==> config.mk <==
export PLATFORM = sky130hd
export DESIGN_NAME = vpw_tx
export DESIGN_NICKNAME = d
export VERILOG_FILES = /design/src/rtl/vpw_tx_pkg.sv /design/src/rtl/vpw_byte_collect.sv /design/src/rtl/vpw_sym_timer.sv /design/src/rtl/vpw_bit_seq.sv /design/src/rtl/vpw_tx.sv
export SDC_FILE = /design/constraint.sdc
export NUM_CORES = 1
export LEC_CHECK = 0
export BUFFER_PORTS_ARGS = -buffer_cell sky130_fd_sc_hd__buf_2
export CORE_ASPECT_RATIO = 1.25
export CORE_MARGIN = 8
export CORE_UTILIZATION = 35
export CTS_BUF_LIST = sky130_fd_sc_hd__clkbuf_8
export CTS_CLUSTER_SIZE = 40
export DETAILED_ROUTE_END_ITERATION = 7
export GPL_TIMING_DRIVEN = 0
export PLACE_DENSITY = 0.57
export SYNTH_ARGS = -nofsm -noshare
export SYNTH_HDL_FRONTEND = slang
export SYNTH_SLANG_ARGS = --single-unit
==> constraint.sdc <==
create_clock -name clk -period 4.2 [get_ports clk]
set_input_delay 0.84 -clock clk [delete_from_list [all_inputs] [get_ports clk]]
set_output_delay 0.84 -clock clk [all_outputs]
set_load 0.01 [all_outputs]
==> src/rtl/vpw_tx_pkg.sv <==
package vpw_tx_pkg;

  typedef enum logic [1:0] {
    COL_IDLE,
    COL_FILL,
    COL_DRAIN,
    COL_HOLD
  } col_state_e;

  typedef enum logic [1:0] {
    SEQ_IDLE,
    SEQ_SOF,
    SEQ_BITS,
    SEQ_EOF
  } seq_state_e;

  // One byte through a CRC-8 register, MSB first.
  function automatic logic [7:0] crc8_next(input logic [7:0] crc,
                                           input logic [7:0] data,
                                           input logic [7:0] poly);
    logic [7:0] c;
    c = crc ^ data;
    for (int i = 0; i < 8; i++) begin
      c = c[7] ? ((c << 1) ^ poly) : (c << 1);
    end
    return c;
  endfunction

  // Long symbol when the bit value matches the level it is sent at.
  function automatic logic sym_is_long(input logic bit_val, input logic level);
    return bit_val == level;
  endfunction

endpackage

==> src/rtl/vpw_byte_collect.sv <==
module vpw_byte_collect
  import vpw_tx_pkg::*;
#(
  parameter int         MAX_BYTES = 12,
  parameter logic [7:0] CRC_POLY  = 8'h1D,
  parameter int         IDX_W     = 4
) (
  input  logic             clk,
  input  logic             rst_n,
  input  logic             s_valid,
  input  logic [7:0]       s_data,
  input  logic             s_last,
  output logic             s_ready,
  output logic             frame_go,
  output logic             overflow,
  output logic             busy,
  input  logic             tx_done,
  input  logic [IDX_W-1:0] rd_idx,
  output logic [IDX_W-1:0] nbytes,
  output logic [7:0]       rd_byte
);

  localparam logic [IDX_W-1:0] FULL = IDX_W'(MAX_BYTES);

  col_state_e       st_q;
  logic [IDX_W-1:0] cnt_q;
  logic [7:0]       crc_q;
  logic [7:0]       store_q [MAX_BYTES];

  logic beat;
  logic filling;
  logic store_en;

  assign s_ready  = (st_q != COL_HOLD);
  assign busy     = (st_q != COL_IDLE);
  assign beat     = s_valid && s_ready;
  assign filling  = (st_q == COL_IDLE) || (st_q == COL_FILL);
  assign store_en = beat && filling && (cnt_q != FULL);
  assign nbytes   = cnt_q;

  always_ff @(posedge clk) begin
    for (int i = 0; i < MAX_BYTES; i++) begin
      if (store_en && cnt_q == IDX_W'(i)) store_q[i] <= s_data;
    end
  end

  always_comb begin
    rd_byte = ~crc_q;
    for (int i = 0; i < MAX_BYTES; i++) begin
      if (rd_idx == IDX_W'(i) && rd_idx != cnt_q) rd_byte = store_q[i];
    end
  end

  always_ff @(posedge clk or negedge rst_n) begin
    if (!rst_n) begin
      st_q     <= COL_IDLE;
      cnt_q    <= '0;
      crc_q    <= 8'hFF;
      frame_go <= 1'b0;
      overflow <= 1'b0;
    end else begin
      frame_go <= 1'b0;
      overflow <= 1'b0;
      case (st_q)
        COL_IDLE, COL_FILL: begin
          if (beat) begin
            if (cnt_q == FULL) begin
              overflow <= 1'b1;
              cnt_q    <= '0;
              crc_q    <= 8'hFF;
              st_q     <= s_last ? COL_IDLE : COL_DRAIN;
            end else begin
              cnt_q <= cnt_q + 1'b1;
              crc_q <= crc8_next(crc_q, s_data, CRC_POLY);
              if (s_last) begin
                st_q     <= COL_HOLD;
                frame_go <= 1'b1;
              end else begin
                st_q <= COL_FILL;
              end
            end
          end
        end
        COL_DRAIN: begin
          if (beat && s_last) st_q <= COL_IDLE;
        end
        COL_HOLD: begin
          if (tx_done) begin
            st_q  <= COL_IDLE;
            cnt_q <= '0;
            crc_q <= 8'hFF;
          end
        end
        default: st_q <= COL_IDLE;
      endcase
    end
  end

endmodule

==> src/rtl/vpw_sym_timer.sv <==
module vpw_sym_timer #(
  parameter int CNT_W = 9
) (
  input  logic             clk,
  input  logic             rst_n,
  input  logic             run,
  input  logic             tick,
  input  logic [CNT_W-1:0] dur,
  output logic             expire
);

  logic [CNT_W-1:0] cnt_q;

  assign expire = run && tick && (cnt_q == dur - 1'b1);

  always_ff @(posedge clk or negedge rst_n) begin
    if (!rst_n) begin
      cnt_q <= '0;
    end else if (!run) begin
      cnt_q <= '0;
    end else if (tick) begin
      cnt_q <= expire ? '0 : cnt_q + 1'b1;
    end
  end

endmodule

==> src/rtl/vpw_bit_seq.sv <==
module vpw_bit_seq
  import vpw_tx_pkg::*;
#(
  parameter int IDX_W    = 4,
  parameter int CNT_W    = 9,
  parameter int SOF_US   = 200,
  parameter int SHORT_US = 64,
  parameter int LONG_US  = 128,
  parameter int EOF_US   = 280,
  parameter int FAST_DIV = 4
) (
  input  logic             clk,
  input  logic             rst_n,
  input  logic             frame_go,
  input  logic             fast_mode,
  input  logic [IDX_W-1:0] nbytes,
  input  logic [7:0]       rd_byte,
  output logic [IDX_W-1:0] rd_idx,
  input  logic             expire,
  output logic             run,
  output logic [CNT_W-1:0] dur,
  output logic             tx_line,
  output logic             tx_done
);

  localparam logic [CNT_W-1:0] SOF_N   = CNT_W'(SOF_US);
  localparam logic [CNT_W-1:0] SHORT_N = CNT_W'(SHORT_US);
  localparam logic [CNT_W-1:0] LONG_N  = CNT_W'(LONG_US);
  localparam logic [CNT_W-1:0] EOF_N   = CNT_W'(EOF_US);
  localparam logic [CNT_W-1:0] SOF_F   = CNT_W'(SOF_US / FAST_DIV);
  localparam logic [CNT_W-1:0] SHORT_F = CNT_W'(SHORT_US / FAST_DIV);
  localparam logic [CNT_W-1:0] LONG_F  = CNT_W'(LONG_US / FAST_DIV);
  localparam logic [CNT_W-1:0] EOF_F   = CNT_W'(EOF_US / FAST_DIV);

  seq_state_e       st_q;
  logic             fast_q;
  logic             line_q;
  logic [IDX_W-1:0] byte_q;
  logic [2:0]       bit_q;
  logic             cur_bit;
  logic             last_bit;

  assign rd_idx   = byte_q;
  assign cur_bit  = rd_byte[bit_q];
  assign run      = (st_q != SEQ_IDLE);
  assign tx_line  = line_q;
  assign last_bit = (bit_q == 3'd0) && (byte_q == nbytes);

  always_comb begin
    case (st_q)
      SEQ_SOF:  dur = fast_q ? SOF_F : SOF_N;
      SEQ_BITS: begin
        if (sym_is_long(cur_bit, line_q)) dur = fast_q ? LONG_F : LONG_N;
        else                              dur = fast_q ? SHORT_F : SHORT_N;
      end
      default:  dur = fast_q ? EOF_F : EOF_N;
    endcase
  end

  always_ff @(posedge clk or negedge rst_n) begin
    if (!rst_n) begin
      st_q    <= SEQ_IDLE;
      fast_q  <= 1'b0;
      line_q  <= 1'b0;
      byte_q  <= '0;
      bit_q   <= 3'd7;
      tx_done <= 1'b0;
    end else begin
      tx_done <= 1'b0;
      case (st_q)
        SEQ_IDLE: begin
          if (frame_go) begin
            st_q   <= SEQ_SOF;
            fast_q <= fast_mode;
            line_q <= 1'b1;
            byte_q <= '0;
            bit_q  <= 3'd7;
          end
        end
        SEQ_SOF: begin
          if (expire) begin
            st_q   <= SEQ_BITS;
            line_q <= 1'b0;
          end
        end
        SEQ_BITS: begin
          if (expire) begin
            line_q <= ~line_q;
            if (last_bit) begin
              st_q <= SEQ_EOF;
            end else if (bit_q == 3'd0) begin
              byte_q <= byte_q + 1'b1;
              bit_q  <= 3'd7;
            end else begin
              bit_q <= bit_q - 1'b1;
            end
          end
        end
        SEQ_EOF: begin
          if (expire) begin
            st_q    <= SEQ_IDLE;
            tx_done <= 1'b1;
          end
        end
        default: st_q <= SEQ_IDLE;
      endcase
    end
  end

endmodule

==> src/rtl/vpw_tx.sv <==
module vpw_tx #(
  parameter int         MAX_BYTES = 12,
  parameter int         SOF_US    = 200,
  parameter int         SHORT_US  = 64,
  parameter int         LONG_US   = 128,
  parameter int         EOF_US    = 280,
  parameter int         FAST_DIV  = 4,
  parameter logic [7:0] CRC_POLY  = 8'h1D
) (
  input  logic       clk,
  input  logic       rst_n,
  input  logic       us_tick,
  input  logic       fast_mode,
  input  logic       loop_en,
  input  logic       bus_rx_in,
  input  logic       s_valid,
  input  logic [7:0] s_data,
  input  logic       s_last,
  output logic       s_ready,
  output logic       tx_line,
  output logic       rx_out,
  output logic       busy,
  output logic       done,
  output logic       overflow
);

  localparam int IDX_W  = $clog2(MAX_BYTES + 1);
  localparam int MAX_A  = (SOF_US > EOF_US) ? SOF_US : EOF_US;
  localparam int MAX_US = (MAX_A > LONG_US) ? MAX_A : LONG_US;
  localparam int CNT_W  = $clog2(MAX_US + 1);

  // Named internal events, observed by the bound checker.
  logic             frame_go;
  logic             sym_end;
  logic             tmr_run;
  logic [CNT_W-1:0] sym_dur;
  logic [IDX_W-1:0] rd_idx;
  logic [IDX_W-1:0] nbytes;
  logic [7:0]       rd_byte;

  vpw_byte_collect #(
    .MAX_BYTES(MAX_BYTES),
    .CRC_POLY (CRC_POLY),
    .IDX_W    (IDX_W)
  ) u_collect (
    .clk     (clk),
    .rst_n   (rst_n),
    .s_valid (s_valid),
    .s_data  (s_data),
    .s_last  (s_last),
    .s_ready (s_ready),
    .frame_go(frame_go),
    .overflow(overflow),
    .busy    (busy),
    .tx_done (done),
    .rd_idx  (rd_idx),
    .nbytes  (nbytes),
    .rd_byte (rd_byte)
  );

  vpw_sym_timer #(
    .CNT_W(CNT_W)
  ) u_timer (
    .clk   (clk),
    .rst_n (rst_n),
    .run   (tmr_run),
    .tick  (us_tick),
    .dur   (sym_dur),
    .expire(sym_end)
  );

  vpw_bit_seq #(
    .IDX_W   (IDX_W),
    .CNT_W   (CNT_W),
    .SOF_US  (SOF_US),
    .SHORT_US(SHORT_US),
    .LONG_US (LONG_US),
    .EOF_US  (EOF_US),
    .FAST_DIV(FAST_DIV)
  ) u_seq (
    .clk      (clk),
    .rst_n    (rst_n),
    .frame_go (frame_go),
    .fast_mode(fast_mode),
    .nbytes   (nbytes),
    .rd_byte  (rd_byte),
    .rd_idx   (rd_idx),
    .expire   (sym_end),
    .run      (tmr_run),
    .dur      (sym_dur),
    .tx_line  (tx_line),
    .tx_done  (done)
  );

  assign rx_out = loop_en ? tx_line : bus_rx_in;

endmodule

; Word level (Yosys, flattened, before mapping)
; Memories as Yosys holds them, arrays and structs flattened.
; Cells that the tools add are included.
[totals]
output_inout_bits = 6
elab_cells = 270
input_bits = 16
ff_bits = 37
memories = 1
ramBits = 96
[memory_table]
columns = memory, depth, word_bits, rd, rd_ports_with_merged_regs, wr, line_no
row1 = u_collect.store_q, 12, 8, 12, 0, 1, vpw_byte_collect.sv:28  ; logic [7:0] store_q [MAX_BYTES];
[classes]
n_lt_le_gt_ge = 1
eq_ne = 46
n_addsub = 5
n_mux = 133
reduce_logical = 61
n_bitwise = 11
[ops]
columns = operator, n
row1 = 2-to-1 mux 8 bit, 28
row2 = OR reduction 8 bit, 11
row3 = 2-to-1 mux 4 bit, 18
row4 = 2-to-1 mux 1 bit, 49
row5 = 2-to-1 mux 9 bit, 5
row6 = 2-to-1 mux 5 bit, 8
row7 = equality test 4 bit (second input constant), 9
row8 = equality test 4 x 3 -> 1 bit (second input constant), 8
row9 = NOT 4 bit, 8
row10 = logical AND 1 bit, 31
row11 = 2-to-1 mux 2 bit, 11
row12 = case mux 9 bit (2 select lines), 1
row13 = equality test 4 x 2 -> 1 bit (second input constant), 4
row14 = case mux 4 bit (2 select lines), 2
row15 = case mux 8 bit (2 select lines), 1
row16 = inequality test 2 bit (second input constant), 7
row17 = 2-to-1 mux 3 bit, 4
row18 = inequality test 2 x 1 -> 1 bit (second input constant), 5
row19 = AND reduction 5 bit, 2
row20 = adder 9 x 1 -> 9 bit (second input constant), 1
row21 = equality test 9 bit, 1
row22 = subtractor 9 x 1 -> 9 bit (second input constant), 1
row23 = adder 4 x 1 -> 4 bit (second input constant), 2
row24 = equality test 2 bit (second input constant), 4
row25 = other kinds (27), 36

; Depth between registers and ports, before layout
; Gate-level depths: netlist of run 1.
[depth]
ltp_word = 25
mapped_depth = 18
depth_no_buf = 14

; By module
; A second synthesis of run 1 with hierarchy kept.
[hier_totals]
hier_cells = 625
hier_area_um2 = 7144.4
[modules_own_cells]
columns = mod, seq_area_each_um2, n_inst, area_each_um2, cells_per_inst
row1 = vpw_byte_collect, 3293.2, 1, 5277.6, 408
row2 = vpw_bit_seq, 304.0, 1, 996.0, 112
row3 = vpw_sym_timer, 225.2, 1, 855.8, 104
row4 = vpw_tx, 0.0, 1, 15.0, 1

; Worst setup path after synthesis of run 1
; Ideal clock, no wire load.
[synth_path]
path_type = register -> register
start = reg u_seq.byte_q[0], in the netlist u_seq.rd_idx[0]
end = reg u_seq.byte_q[3], in the netlist u_seq.rd_idx[3]
path_stages_with_launch = 18
path_slack_ns = 0.313
t_arrival_ns = 3.763
n_path_buf = 3
path_cell_list = dfrtp_1 -> inv_1 -> ha_1 -> buf_2 -> inv_1 -> clkbuf_1 -> o221ai_1 -> a221oi_1 -> a211oi_1 -> o221a_2 -> o211ai_1 -> a21oi_1 -> o2111a_1 -> a41o_1 -> nor4_4 -> buf_6 -> a31oi_1 -> a211o_1
[synth_via]
elab_chain_len = 24
[synth_lines]
columns = item, line_no
row1 = start: declaration, vpw_bit_seq.sv:38  ; logic [IDX_W-1:0] byte_q;
row2 = start signal: assignment, vpw_bit_seq.sv:92  ; byte_q <= byte_q + 1'b1;
row3 = inequality test 4 bit or zero test 4 bit (tied branches), vpw_byte_collect.sv:50  ; if (rd_idx == IDX_W'(i) && rd_idx != cnt_q) rd_byte = store_q[i];
row4 = logical AND 1 bit, vpw_byte_collect.sv:50
row5 = 2-to-1 mux 8 bit (12 in series), vpw_byte_collect.sv:50
row6 = binary-select mux 1 bit (select 3 bit), vpw_bit_seq.sv:44  ; assign cur_bit = rd_byte[bit_q];
row7 = 2-to-1 mux 1 bit (not written as such), vpw_bit_seq.sv:44
row8 = equality test 1 bit, vpw_tx_pkg.sv:31  ; return bit_val == level;
row9 = 2-to-1 mux 9 bit, vpw_bit_seq.sv:53  ; if (sym_is_long(cur_bit, line_q)) dur = fast_q ? LONG_F : LONG_N;
row10 = case mux 9 bit (2 select lines), vpw_bit_seq.sv:50  ; case (st_q)
row11 = subtractor 9 x 1 -> 9 bit, vpw_sym_timer.sv:14  ; assign expire = run && tick && (cnt_q == dur - 1'b1);
row12 = equality test 9 bit, vpw_sym_timer.sv:14
row13 = logical AND 1 bit, vpw_sym_timer.sv:14
row14 = inequality test 2 bit (no source line), n/a
row15 = AND reduction 5 bit (no source line), n/a
; Parallel ways exist; a longest one is shown, timed or not. The select of a mux whose other input is x is not followed.
; A chain may end at the register's enable or synchronous reset.

; Final worst setup path of run 1
[layout_path]
start = reg u_seq.byte_q[0], in the netlist u_seq.rd_idx[0]
end = reg u_seq.bit_q[0]
[layout_via]
elab_chain_len = 24
[layout_lines]
columns = item, line_no
row1 = inequality test 4 bit or zero test 4 bit (tied branches), vpw_byte_collect.sv:50
row2 = logical AND 1 bit, vpw_byte_collect.sv:50
row3 = 2-to-1 mux 8 bit (12 in series), vpw_byte_collect.sv:50
row4 = binary-select mux 1 bit (select 3 bit), vpw_bit_seq.sv:44
row5 = 2-to-1 mux 1 bit (not written as such), vpw_bit_seq.sv:44
row6 = equality test 1 bit, vpw_tx_pkg.sv:31
row7 = 2-to-1 mux 9 bit, vpw_bit_seq.sv:53
row8 = case mux 9 bit (2 select lines), vpw_bit_seq.sv:50
row9 = subtractor 9 x 1 -> 9 bit, vpw_sym_timer.sv:14
row10 = equality test 9 bit, vpw_sym_timer.sv:14
row11 = logical AND 1 bit, vpw_sym_timer.sv:14
row12 = inequality test 2 bit (no source line), n/a
row13 = AND reduction 4 bit (no source line) *, n/a
row14 = end signal: assignment, vpw_bit_seq.sv:95  ; bit_q <= bit_q - 1'b1;
row15 = end: declaration, vpw_bit_seq.sv:39  ; logic [2:0] bit_q;
; Mark *: on every way between the ends. The rest lies on a longest branch, timed or not. The select of a mux whose other input is x is not followed.

==> results_dict.tcl, run 1 <==
set metrics [dict create \
    number_of_i_o_port_buffers 20 \
    cellLeakagePower_nw 3.20 \
    wl_mm 23.9 \
    maxcap_violations 0 \
    synth.net_count 738 \
    grt_pass1_vias 6106 \
    async_reset_ff_share_pct 27.8 \
    synthesis.instances 705 \
    h-tree-depth 4 \
    post_synth_instance_area_um2 7520 \
    timing.final.setup_violations 0 \
    synth_top_area_cell "sky130_fd_sc_hd__edfxtp_1" \
    synth-warning-count 0 \
    end_kind "flop" \
    final.setup.tns_ns 0 \
    initial_core_util_pct 35.3 \
    fmax_mhz 245 \
    worst_slew_pin_slew_ns 0.915 \
    placedInstanceArea_um2 7970 \
    timing.final.crit_period_ns 4.07 \
    hpwl_mm 16.2 \
    cp.required_ns 4.59 \
    max_slew_margin_pct 39.0 \
    cts_buffers 17 \
    synth-seq-area-share_pct 50.9 \
    syn_to_final_growth_pct 20.7 \
    area_share_of_the_largest_cell_type_after_synthesis_pct 38.4 \
    cellPowerDensity_nw_per_um2 729 \
    final_max_slew_viol_count 0 \
    syn_area_per_cell_um2 10.7 \
    grt_start_max_net_pins 38 \
    final_core_utilization_pct 42.6 \
    postLayoutCellArea_um2 9070 \
    synth_edf_count 96 \
    die_h_um 180 \
    residual_antenna_violating_net_count_after_detailed_routing 0 \
    cts_num_sinks 133 \
    rows 60 \
    fin_nets 800 \
    grt_first_pass_wirelength_mm 36.5 \
    die-area_um2 26400 \
    grt_antenna_before_repair 0 \
    antenna_cells_inserted 0 \
    die-width_um 147 \
    layout-drive-gt1-share_pct 25.0 \
    core-area_um2 21300 \
    clkTransAtPathRegs_ns 0.08 \
    worst_case_clock_skew_ns 0.0145 \
    total_power_mw 6.62 \
    number_of_buffers_on_the_longest_clock_path 2 \
    finalHoldViolCount 0 \
    global_route_usage_over_all_layers_pct 17.9 \
    fill_cells 2074 \
    first_iter_violations 572 \
    worstPathMaxFanout 10 \
    routability_congestion_estimate_from_global_placement 0.926 \
    critical_path.startpoint_type "flop" \
    vias 6138 \
    ir_drop_uv 283 \
    route.detailed.vias_per_inst 5.80 \
    synth_area_leaders "sky130_fd_sc_hd__edfxtp_1 (38%), sky130_fd_sc_hd__dfrtp_1 (8.7%), sky130_fd_sc_hd__dfstp_2 (3.8%)" \
    worst_ep_arrival_time_ns 4.46 \
    post_synth_num_cell_types 81 \
    clock_network_latency_to_the_later_pin_of_the_worst_skew_pair_ns 0.47 \
    ios 22 \
    globalRouteOverflowTotal 0 \
    dominant_synthesized_flop_cell "sky130_fd_sc_hd__edfxtp_1" \
    wl_per_cell_um 22.6 \
    clk_root_buffer_cell "sky130_fd_sc_hd__clkbuf_8" \
    worst-setup-path-type "reg -> reg" \
    cts_hold_repair.buffers 0 \
    hp-class "in -> async" \
    yosys_register_bits 133 \
    status "complete, no violations" \
    final.period_utilization_pct 97.0 \
    dr.pass1.iters 5 \
    remaining_drc_errors 0 \
    cts_tree "built" \
]
registers in the layout (all words and copies together), names as in the netlist:
signal              flops
u_seq.tx_done           1
u_collect.nbytes        4
u_seq.st_q              2
u_seq.fast_q            1
u_seq.rd_idx            4
u_seq.bit_q             3
u_collect.frame_go      1
u_seq.tx_line           1
u_collect.overflow      1
u_collect.crc_q         8
u_timer.cnt_q           9
u_collect.store_q      96
u_collect.st_q          2
what timing repair did:
item / 4_1_cts / 5_1_grt
pin swaps: 7 / 19
gates resized for setup: 55 / 81
endpoints found under the setup margin: 19 / 17
cloned: 0 / 1
setup buffers: 7 / 17
worst max-delay path: stages (launching register included):
cell and delay, ns:
sky130_fd_sc_hd__dfrtp_2 0.45, sky130_fd_sc_hd__buf_4 0.16, sky130_fd_sc_hd__ha_4 0.17, sky130_fd_sc_hd__buf_8 0.15
sky130_fd_sc_hd__clkinvlp_4 0.14, sky130_fd_sc_hd__buf_4 0.12, sky130_fd_sc_hd__nand3_1 0.11, sky130_fd_sc_hd__a2111oi_4 0.33
sky130_fd_sc_hd__a311oi_2 0.12, sky130_fd_sc_hd__a211o_1 0.35, sky130_fd_sc_hd__o221a_2 0.30, sky130_fd_sc_hd__nor3_4 0.26
sky130_fd_sc_hd__nor2_1 0.08, sky130_fd_sc_hd__a41o_2 0.32, sky130_fd_sc_hd__nor4_1 0.58, sky130_fd_sc_hd__nand3_1 0.15
sky130_fd_sc_hd__a21oi_1 0.18
cell families (layout without fill, tap and decap cells):
| family | Yosys count | count (layout) | share of synthesized area (%) |
|---|---|---|---|
| muxes | 6 | 6 | 0.849 |
| DFF | 133 | 133 | 50.9 |
| adders and majority gates | 17 | 17 | 2.83 |
| xor gates and xnor gates | 41 | 41 | 5.08 |
| AOI/OAI and AO/OA | 223 | 223 | 21.7 |
| and+or+nand+nor | 216 | 216 | 14.8 |
| buffers and inverters | 69 | 144 | 3.88 |
where the power goes:
| part | internal, mW | switching, mW |
|---|---|---|
| logic | 1.51 | 2.21 |
| clock network | 0.496 | 0.609 |
| registers | 1.62 | 0.168 |
per-stage QoR:
| step | setup WS [ns] | hold slack (ns) | std cells |
|---|---|---|---|
| final | 0.126 | 0.495 | 1059 |
| after global routing | -0.0190 | 0.555 | 1059 |
| after global placement | -0.850 | 0.511 | 1004 |
| after detailed placement | -0.845 | 0.518 | 1004 |
| after floorplan | 0.313 | 0.490 | 705 |
| after CTS | 0.0132 | 0.530 | 1043 |
placed cells by master (no fill, tap or decap), drive strengths merged, types with 13 or more instances in the layout:
| cell type | synthesis | routed |
|---|---|---|
| nor2 | 48 | 48 |
| nand2b | 20 | 20 |
| nor2b | 13 | 13 |
| xnor2 | 26 | 26 |
| o21ai | 41 | 41 |
| nand3 | 18 | 18 |
| nand2 | 59 | 59 |
| xor2 | 15 | 15 |
| ha | 17 | 17 |
| o211ai | 13 | 13 |
| inv | 26 | 34 |
| dfrtp | 26 | 26 |
| edfxtp | 96 | 96 |
| and2 | 17 | 17 |
| buf | 19 | 66 |
| a21oi | 50 | 50 |
| clkbuf | 23 | 36 |
per-layer routing:
layer	share of wire [%]	GRT usage, %	vias to the layer above
li1	-	-	2786
met1	40	21.8	3040
met2	51	30.9	248
met3	5.5	2.44	64
met4	3.7	8.22	0
met5	0	0	-
final cells by class:
cell class / instances / area (µm²) / area share, %
clock inverter: 15 / 164 / 1.81
sequential: 133 / 3830 / 42.2
timing repair buffer: 45 / 314 / 3.46
buffer: 40 / 338 / 3.72
clock buffer: 17 / 234 / 2.58
multi-input combinational: 503 / 3730 / 41.2
inverter: 27 / 111 / 1.23
tap: 279 / 349 / 3.85
synthesized netlist by cell type, types with 11 or more instances:
| library cell | count |
|---|---|
| sky130_fd_sc_hd__o211ai_1 | 13 |
| sky130_fd_sc_hd__dfrtp_1 | 26 |
| sky130_fd_sc_hd__nand3_1 | 18 |
| sky130_fd_sc_hd__nand2b_1 | 20 |
| sky130_fd_sc_hd__nor2b_1 | 13 |
| sky130_fd_sc_hd__clkbuf_1 | 23 |
| sky130_fd_sc_hd__edfxtp_1 | 96 |
| sky130_fd_sc_hd__nand2_1 | 59 |
| sky130_fd_sc_hd__a21oi_1 | 50 |
| sky130_fd_sc_hd__buf_2 | 14 |
| sky130_fd_sc_hd__and2_1 | 17 |
| sky130_fd_sc_hd__xor2_1 | 12 |
| sky130_fd_sc_hd__a31oi_1 | 12 |
| sky130_fd_sc_hd__nor2_1 | 48 |
| sky130_fd_sc_hd__xnor2_1 | 26 |
| sky130_fd_sc_hd__o21ai_0 | 40 |
| sky130_fd_sc_hd__inv_1 | 26 |
| sky130_fd_sc_hd__ha_1 | 17 |
| sky130_fd_sc_hd__dfstp_2 | 11 |
final timing paths:
path                       slack, ns  depth (start not counted)                   to                from
hold reg to reg                 0.53                          2   u_collect.crc_q[2]  u_collect.crc_q[2]
max in group asynchronous       3.05                          1  u_collect.nbytes[0]               rst_n
min in group clk                0.53                          2   u_collect.crc_q[2]  u_collect.crc_q[2]
setup / recovery                0.13                         16       u_seq.bit_q[0]     u_seq.rd_idx[0]
hold / removal                  0.49                          1        u_seq.tx_line               rst_n
setup reg to reg                0.13                         16       u_seq.bit_q[0]     u_seq.rd_idx[0]
(Power assumes the default switching activity.)
==> run 2, diff against run 1 <==
- ABC_AREA: not set -> 1
==> results_dict.tcl, run 2 <==
set metrics [dict create \
    cp.required_ns 4.53 \
    clk_root_buffer_cell "sky130_fd_sc_hd__clkbuf_8" \
    grt_antenna_before_repair 0 \
    worstPathMaxFanout 9 \
    worst_case_clock_skew_ns 0.0104 \
    hp-class "in -> async" \
    layout-drive-gt1-share_pct 16.4 \
    largest_register "u_collect.store_q" \
    vias 5153 \
    synth_top_area_cell "sky130_fd_sc_hd__edfxtp_1" \
    critPathTopFamily "simple AND/OR/NAND/NOR gates" \
    async_reset_ff_share_pct 27.8 \
    remaining_drc_errors 0 \
    cp_num_buf_inv 5 \
    cell_internal_pwr_mw 3.40 \
    global_route_usage_over_all_layers_pct 13.1 \
    power.net_switching_mw 2.49 \
    post_synth_num_cell_types 41 \
    power_frac_comb_pct 50.6 \
    ir_drop_uv 332 \
    timing.critical_path.slowest_stage_cell "sky130_fd_sc_hd__dfrtp_1" \
    fmax_mhz 260 \
    syn_to_final_growth_pct 15.4 \
    ff2ff_path_depth 37 \
    synth_edf_count 96 \
    critical-path-max-stage-delay_ns 0.35 \
    initial_core_util_pct 35.6 \
    yosys_register_bits 133 \
    maxcap_violations 0 \
    synth-seq-area-share_pct 53.5 \
    final_core_utilization_pct 41.0 \
    cellPowerDensity_nw_per_um2 715 \
    rows 58 \
    cellLeakagePower_nw 3.59 \
    dpl.cell_count 1099 \
    post_layout_nonfiller_instances 1150 \
    start_point_of_the_critical_path "u_seq.rd_idx[2]" \
    netSwitchingFraction_pct 42.3 \
    power.share.sequential_pct 30.1 \
    timing.final.crit_period_ns 3.84 \
    placedInstanceArea_um2 7590 \
    worst-setup-path-type "reg -> reg" \
    r2r_start "u_seq.rd_idx[2]" \
    end_kind "flop" \
    core-area_um2 20100 \
    largest_register_ff_count 96 \
    cp_common_cell "sky130_fd_sc_hd__nand2_1" \
    number_of_buffers_on_the_longest_clock_path 2 \
    reg2reg_slack_ns 0.36 \
    synth_area_leaders "sky130_fd_sc_hd__edfxtp_1 (40%), sky130_fd_sc_hd__nand2_1 (12%), sky130_fd_sc_hd__dfrtp_1 (9.1%)" \
    post-synth-top-count-cell "sky130_fd_sc_hd__nand2_1" \
    globalRouteOverflowTotal 0 \
    final_max_slew_viol_count 0 \
    cts_buffers 17 \
    synth.net_count 841 \
    finalHoldViolCount 0 \
    die_h_um 176 \
    die-area_um2 25300 \
    worst_slew_pin_slew_ns 1.21 \
    dominant_synthesized_flop_cell "sky130_fd_sc_hd__edfxtp_1" \
    max_slew_margin_pct 18.6 \
    clockPowerShare_pct 19.3 \
    die-width_um 144 \
    clkTransAtPathRegs_ns 0.08 \
    antenna_cells_inserted 0 \
    timing.final.setup_violations 0 \
    worst_ep_arrival_time_ns 4.18 \
    route.detailed.vias_per_inst 4.48 \
    cts_num_sinks 133 \
    yosys-top-cells-count "sky130_fd_sc_hd__nand2_1 (219), sky130_fd_sc_hd__inv_1 (139), sky130_fd_sc_hd__edfxtp_1 (96)" \
    final.period_utilization_pct 91.5 \
    routability_congestion_estimate_from_global_placement 0.817 \
    fin_nets 900 \
    grt_pass1_vias 5035 \
    post_synth_instance_area_um2 7150 \
    clock_network_latency_to_the_later_pin_of_the_worst_skew_pair_ns 0.44 \
    h-tree-depth 4 \
    first_iter_violations 259 \
    fill_cells 2027 \
    status "complete, no violations" \
    hpwl_mm 11.4 \
    critical_path.startpoint_type "flop" \
    synth-warning-count 0 \
    area_share_of_the_largest_cell_type_after_synthesis_pct 40.3 \
    ios 22 \
    cts_hold_repair.buffers 0 \
    cts_tree "built" \
    residual_antenna_violating_net_count_after_detailed_routing 0 \
    wl_mm 15.7 \
    reg2reg_to "u_seq.st_q[0]" \
    syn_area_per_cell_um2 8.85 \
    final_common_cell "sky130_fd_sc_hd__nand2_1" \
    biggestRegsByFlops "u_collect.store_q (96), u_timer.cnt_q (9), u_collect.crc_q (8)" \
    wl_per_cell_um 13.6 \
    dr.pass1.iters 4 \
    grt_first_pass_wirelength_mm 25.5 \
    number_of_i_o_port_buffers 21 \
    grt_start_max_net_pins 38 \
    postLayoutCellArea_um2 8240 \
    layout_common_cells "sky130_fd_sc_hd__nand2_1 (215), sky130_fd_sc_hd__inv_1 (136), sky130_fd_sc_hd__edfxtp_1 (96), sky130_fd_sc_hd__nand3_1 (70), sky130_fd_sc_hd__o21ai_0 (50)" \
    hold-worst-slack_ns 0.490 \
    synthesis.instances 808 \
]
## run 2: metrics by stage
stage / worst slack [ns] / setup TNS (ns) / power, mW
after floorplan: 1.06 / 0 / 3.91
after global placement: 0.282 / 0 / 4.62
after detailed placement: 0.255 / 0 / 4.64
after CTS: 0.225 / 0 / 5.79
after global routing: -0.0359 / -0.176 / 6.43
final: 0.357 / 0 / 5.90
## run 2: logic make-up (layout without fill, tap and decap cells)
group,count (synthesis),count (layout),synth area share (%)
AOI/OAI and AO/OA,87,87,6.67
and+or+nand+nor,370,370,23.2
adders and majority gates,17,17,2.98
DFF,133,133,53.5
buffers and inverters,165,237,9.26
xor gates and xnor gates,36,36,4.41
## run 2: worst max path at each step
stage	to	cells past startpoint
after floorplan	u_seq.st_q[0]	35
after global placement	u_seq.st_q[0]	33
after detailed placement	u_seq.st_q[0]	33
after CTS	u_seq.st_q[0]	33
after global routing	u_seq.rd_idx[2]	40
final	u_seq.st_q[0]	37
## run 2: metal layers
layer | vias to the layer above | global-route usage (%) | wire length, µm
li1 | 2713 | - | -
met1 | 2376 | 14.0 | 6320
met2 | 45 | 24.8 | 8800
met3 | 19 | 1.93 | 306
met4 | 0 | 5.36 | 268
met5 | - | 0 | 0
## run 2: what timing repair did
item                                    in CTS  in global routing
setup buffers                                0                 18
endpoints found under the setup margin       0                 16
resized for setup                            0                 33
## run 2: power by group through the flow
stage          logic [mW]  registers (mW)  clock network (mW)
5_1_grt              3.42            1.80                1.21
2_1_floorplan        2.16            1.76                   0
6_report             2.99            1.77                1.14
3_5_place_dp         2.84            1.80                   0
4_1_cts              2.85            1.77                1.16
3_3_place_gp         2.83            1.80                   0
## run 2: final cells by class
| type | instances | area [µm²] | share of cell area, % |
|---|---|---|---|
| repair buffers | 40 | 245 | 2.97 |
| multi-input cells | 510 | 2720 | 33.0 |
| plain buffers | 18 | 133 | 1.61 |
| clock buffers | 17 | 234 | 2.84 |
| flip-flops and latches | 133 | 3830 | 46.5 |
| inverters | 147 | 557 | 6.75 |
| clock inverters | 15 | 185 | 2.25 |
| well taps | 270 | 338 | 4.10 |
==> run 3, diff against run 2 <==
- ABC_AREA: 1 -> not set
- GPL_TIMING_DRIVEN: 0 -> 1
==> results_dict.tcl, run 3 (synthesis results as in run 1) <==
set metrics [dict create \
    status "complete, no violations" \
    finalHoldViolCount 0 \
    timing.critical_path.slowest_stage_cell "sky130_fd_sc_hd__or4_1" \
    die-area_um2 26400 \
    hold-worst-slack_ns 0.505 \
    final_common_cell "sky130_fd_sc_hd__edfxtp_1" \
    power.share.sequential_pct 28.1 \
    wl_mm 23.9 \
    power.net_switching_mw 2.80 \
    grt_setup_unrepaired "yes" \
    fmax_mhz 245 \
    critPathTopFamily "compound AO/OA/AOI/OAI gates" \
    core-area_um2 21300 \
    cts_buffers 17 \
    cell_internal_pwr_mw 3.66 \
    global_route_usage_over_all_layers_pct 18.2 \
    vias 6104 \
    netSwitchingFraction_pct 43.3 \
    pre_cts_ws_ns -0.0340 \
    max_slew_margin_pct 36.0 \
    crit_chain "buf_4, ha_2, buf_4, or2_2, a21oi_1, o21ai_0, a32o_1, a41oi_1, o211a_1, o21ai_1, a221oi_2, nor2_2, or4_1, o31ai_2, o2bb2ai_1" \
    maxcap_violations 0 \
    end_kind "flop" \
    hpwl_mm 17.7 \
    timing.final.setup_violations 0 \
    rows 60 \
    clockPowerShare_pct 16.6 \
    remaining_drc_errors 0 \
    ios 22 \
    cts_tree "built" \
    grt_pass1_vias 6197 \
    die-width_um 147 \
    largest_register_ff_count 96 \
    dr.pass1.iters 6 \
    post_layout_nonfiller_instances 1067 \
    power_frac_comb_pct 55.3 \
    layout_common_cells "sky130_fd_sc_hd__edfxtp_1 (96), sky130_fd_sc_hd__buf_4 (65), sky130_fd_sc_hd__nand2_1 (59), sky130_fd_sc_hd__a21oi_1 (46), sky130_fd_sc_hd__nor2_1 (45)" \
    routability_congestion_estimate_from_global_placement 0.924 \
    worst_case_clock_skew_ns 0.0222 \
    die_h_um 180 \
    groute.layer.met1.usage_pct 22.3 \
    antenna_cells_inserted 0 \
    fin_nets 808 \
    first_iter_violations 585 \
    globalRouteOverflowTotal 0 \
    cts_hold_repair.buffers 0 \
    postLayoutCellArea_um2 8880 \
    layout-drive-gt1-share_pct 23.4 \
    worst_ep_arrival_time_ns 4.46 \
    dpl.cell_count 1029 \
    cts_num_sinks 133 \
    worst_slew_pin_slew_ns 0.958 \
    largest_register "u_collect.store_q" \
    grt_first_pass_wirelength_mm 36.7 \
    h-tree-depth 4 \
    top_usage_layer "met2" \
    cellPowerDensity_nw_per_um2 727 \
    cp_common_cell "sky130_fd_sc_hd__buf_4" \
    route.detailed.vias_per_inst 5.72 \
    grt_start_max_net_pins 38 \
    wl_per_cell_um 22.4 \
    ir_drop_uv 325 \
    biggestRegsByFlops "u_collect.store_q (96), u_timer.cnt_q (9), u_collect.crc_q (8)" \
    placedInstanceArea_um2 8300 \
    critical-path-max-stage-delay_ns 0.54 \
    cellLeakagePower_nw 3.22 \
    postLayoutSetupSlackWorst_ns 0.118 \
    critical_path.startpoint_type "flop" \
    final.period_utilization_pct 97.2 \
    timing.final.crit_period_ns 4.08 \
    residual_antenna_violating_net_count_after_detailed_routing 0 \
    grtUsageMet2_pct 30.7 \
    number_of_buffers_on_the_longest_clock_path 2 \
    final_max_slew_viol_count 0 \
    clk_root_buffer_cell "sky130_fd_sc_hd__clkbuf_8" \
    cp.required_ns 4.58 \
    grt_antenna_before_repair 0 \
    initial_core_util_pct 35.3 \
    syn_to_final_growth_pct 18.1 \
    worst-setup-path-type "reg -> reg" \
    clkTransAtPathRegs_ns 0.09 \
    hp-class "in -> async" \
    number_of_i_o_port_buffers 21 \
    clock_network_latency_to_the_later_pin_of_the_worst_skew_pair_ns 0.46 \
    grt.met3_usage_pct 2.76 \
    worstPathMaxFanout 11 \
    cp_num_buf_inv 2 \
]
[run 3: through the flow]
stage	utilization (%)	power, mW	setup TNS (ns)
final	41.6	6.46	0
after global routing	41.6	6.82	-0.234
after CTS	40.8	6.29	0
after detailed placement	38.9	5.19	-0.0410
after global placement	38.9	5.15	0
after floorplan	-	3.98	0
[run 3: path summary, 6_finish.rpt]
check / endpoint / slack, ns / startpoint / cells past startpoint
worst max-delay path: u_seq.st_q[0] / 0.12 / u_seq.rd_idx[1] / 15
worst min-delay path: u_seq.st_q[1] / 0.51 / rst_n / 1
worst max register to register: u_seq.st_q[0] / 0.12 / u_seq.rd_idx[1] / 15
worst min register to register: u_collect.crc_q[2] / 0.53 / u_collect.crc_q[2] / 2
max in group asynchronous: u_collect.nbytes[2] / 3.10 / rst_n / 1
min in group clk: u_collect.crc_q[2] / 0.53 / u_collect.crc_q[2] / 2
[run 3: what timing repair did]
item,CTS,global route
setup endpoints to repair,6,17
setup buffers,0,5
pin swaps,1,9
resized for setup,4,32
cloned,0,1
[run 3: power by group through the flow]
stage / Combinational (mW) / Sequential, mW / Clock [mW]
finish: 3.57 / 1.81 / 1.07
global route: 3.83 / 1.83 / 1.15
CTS: 3.39 / 1.81 / 1.09
detailed placement: 3.35 / 1.83 / 0
global placement: 3.32 / 1.83 / 0
floorplan: 2.23 / 1.75 / 0
[run 3: layer usage]
| metal | part of all wire (%) | wire length [µm] | up-vias |
|---|---|---|---|
| met4 | 3.4 | 818 | 0 |
| met1 | 42 | 9990 | 3077 |
| met3 | 3.9 | 922 | 39 |
| met2 | 51 | 12200 | 189 |
| met5 | 0 | 0 | - |
| li1 | - | - | 2799 |
[run 3: cell type report]
type,instances,area [µm²]
fill,2078,12400
sequential,133,3820
multi-input combinational,503,3520
timing repair buffer,93,687
tap,279,349
clock buffer,17,234
clock inverter,15,156
inverter,27,109
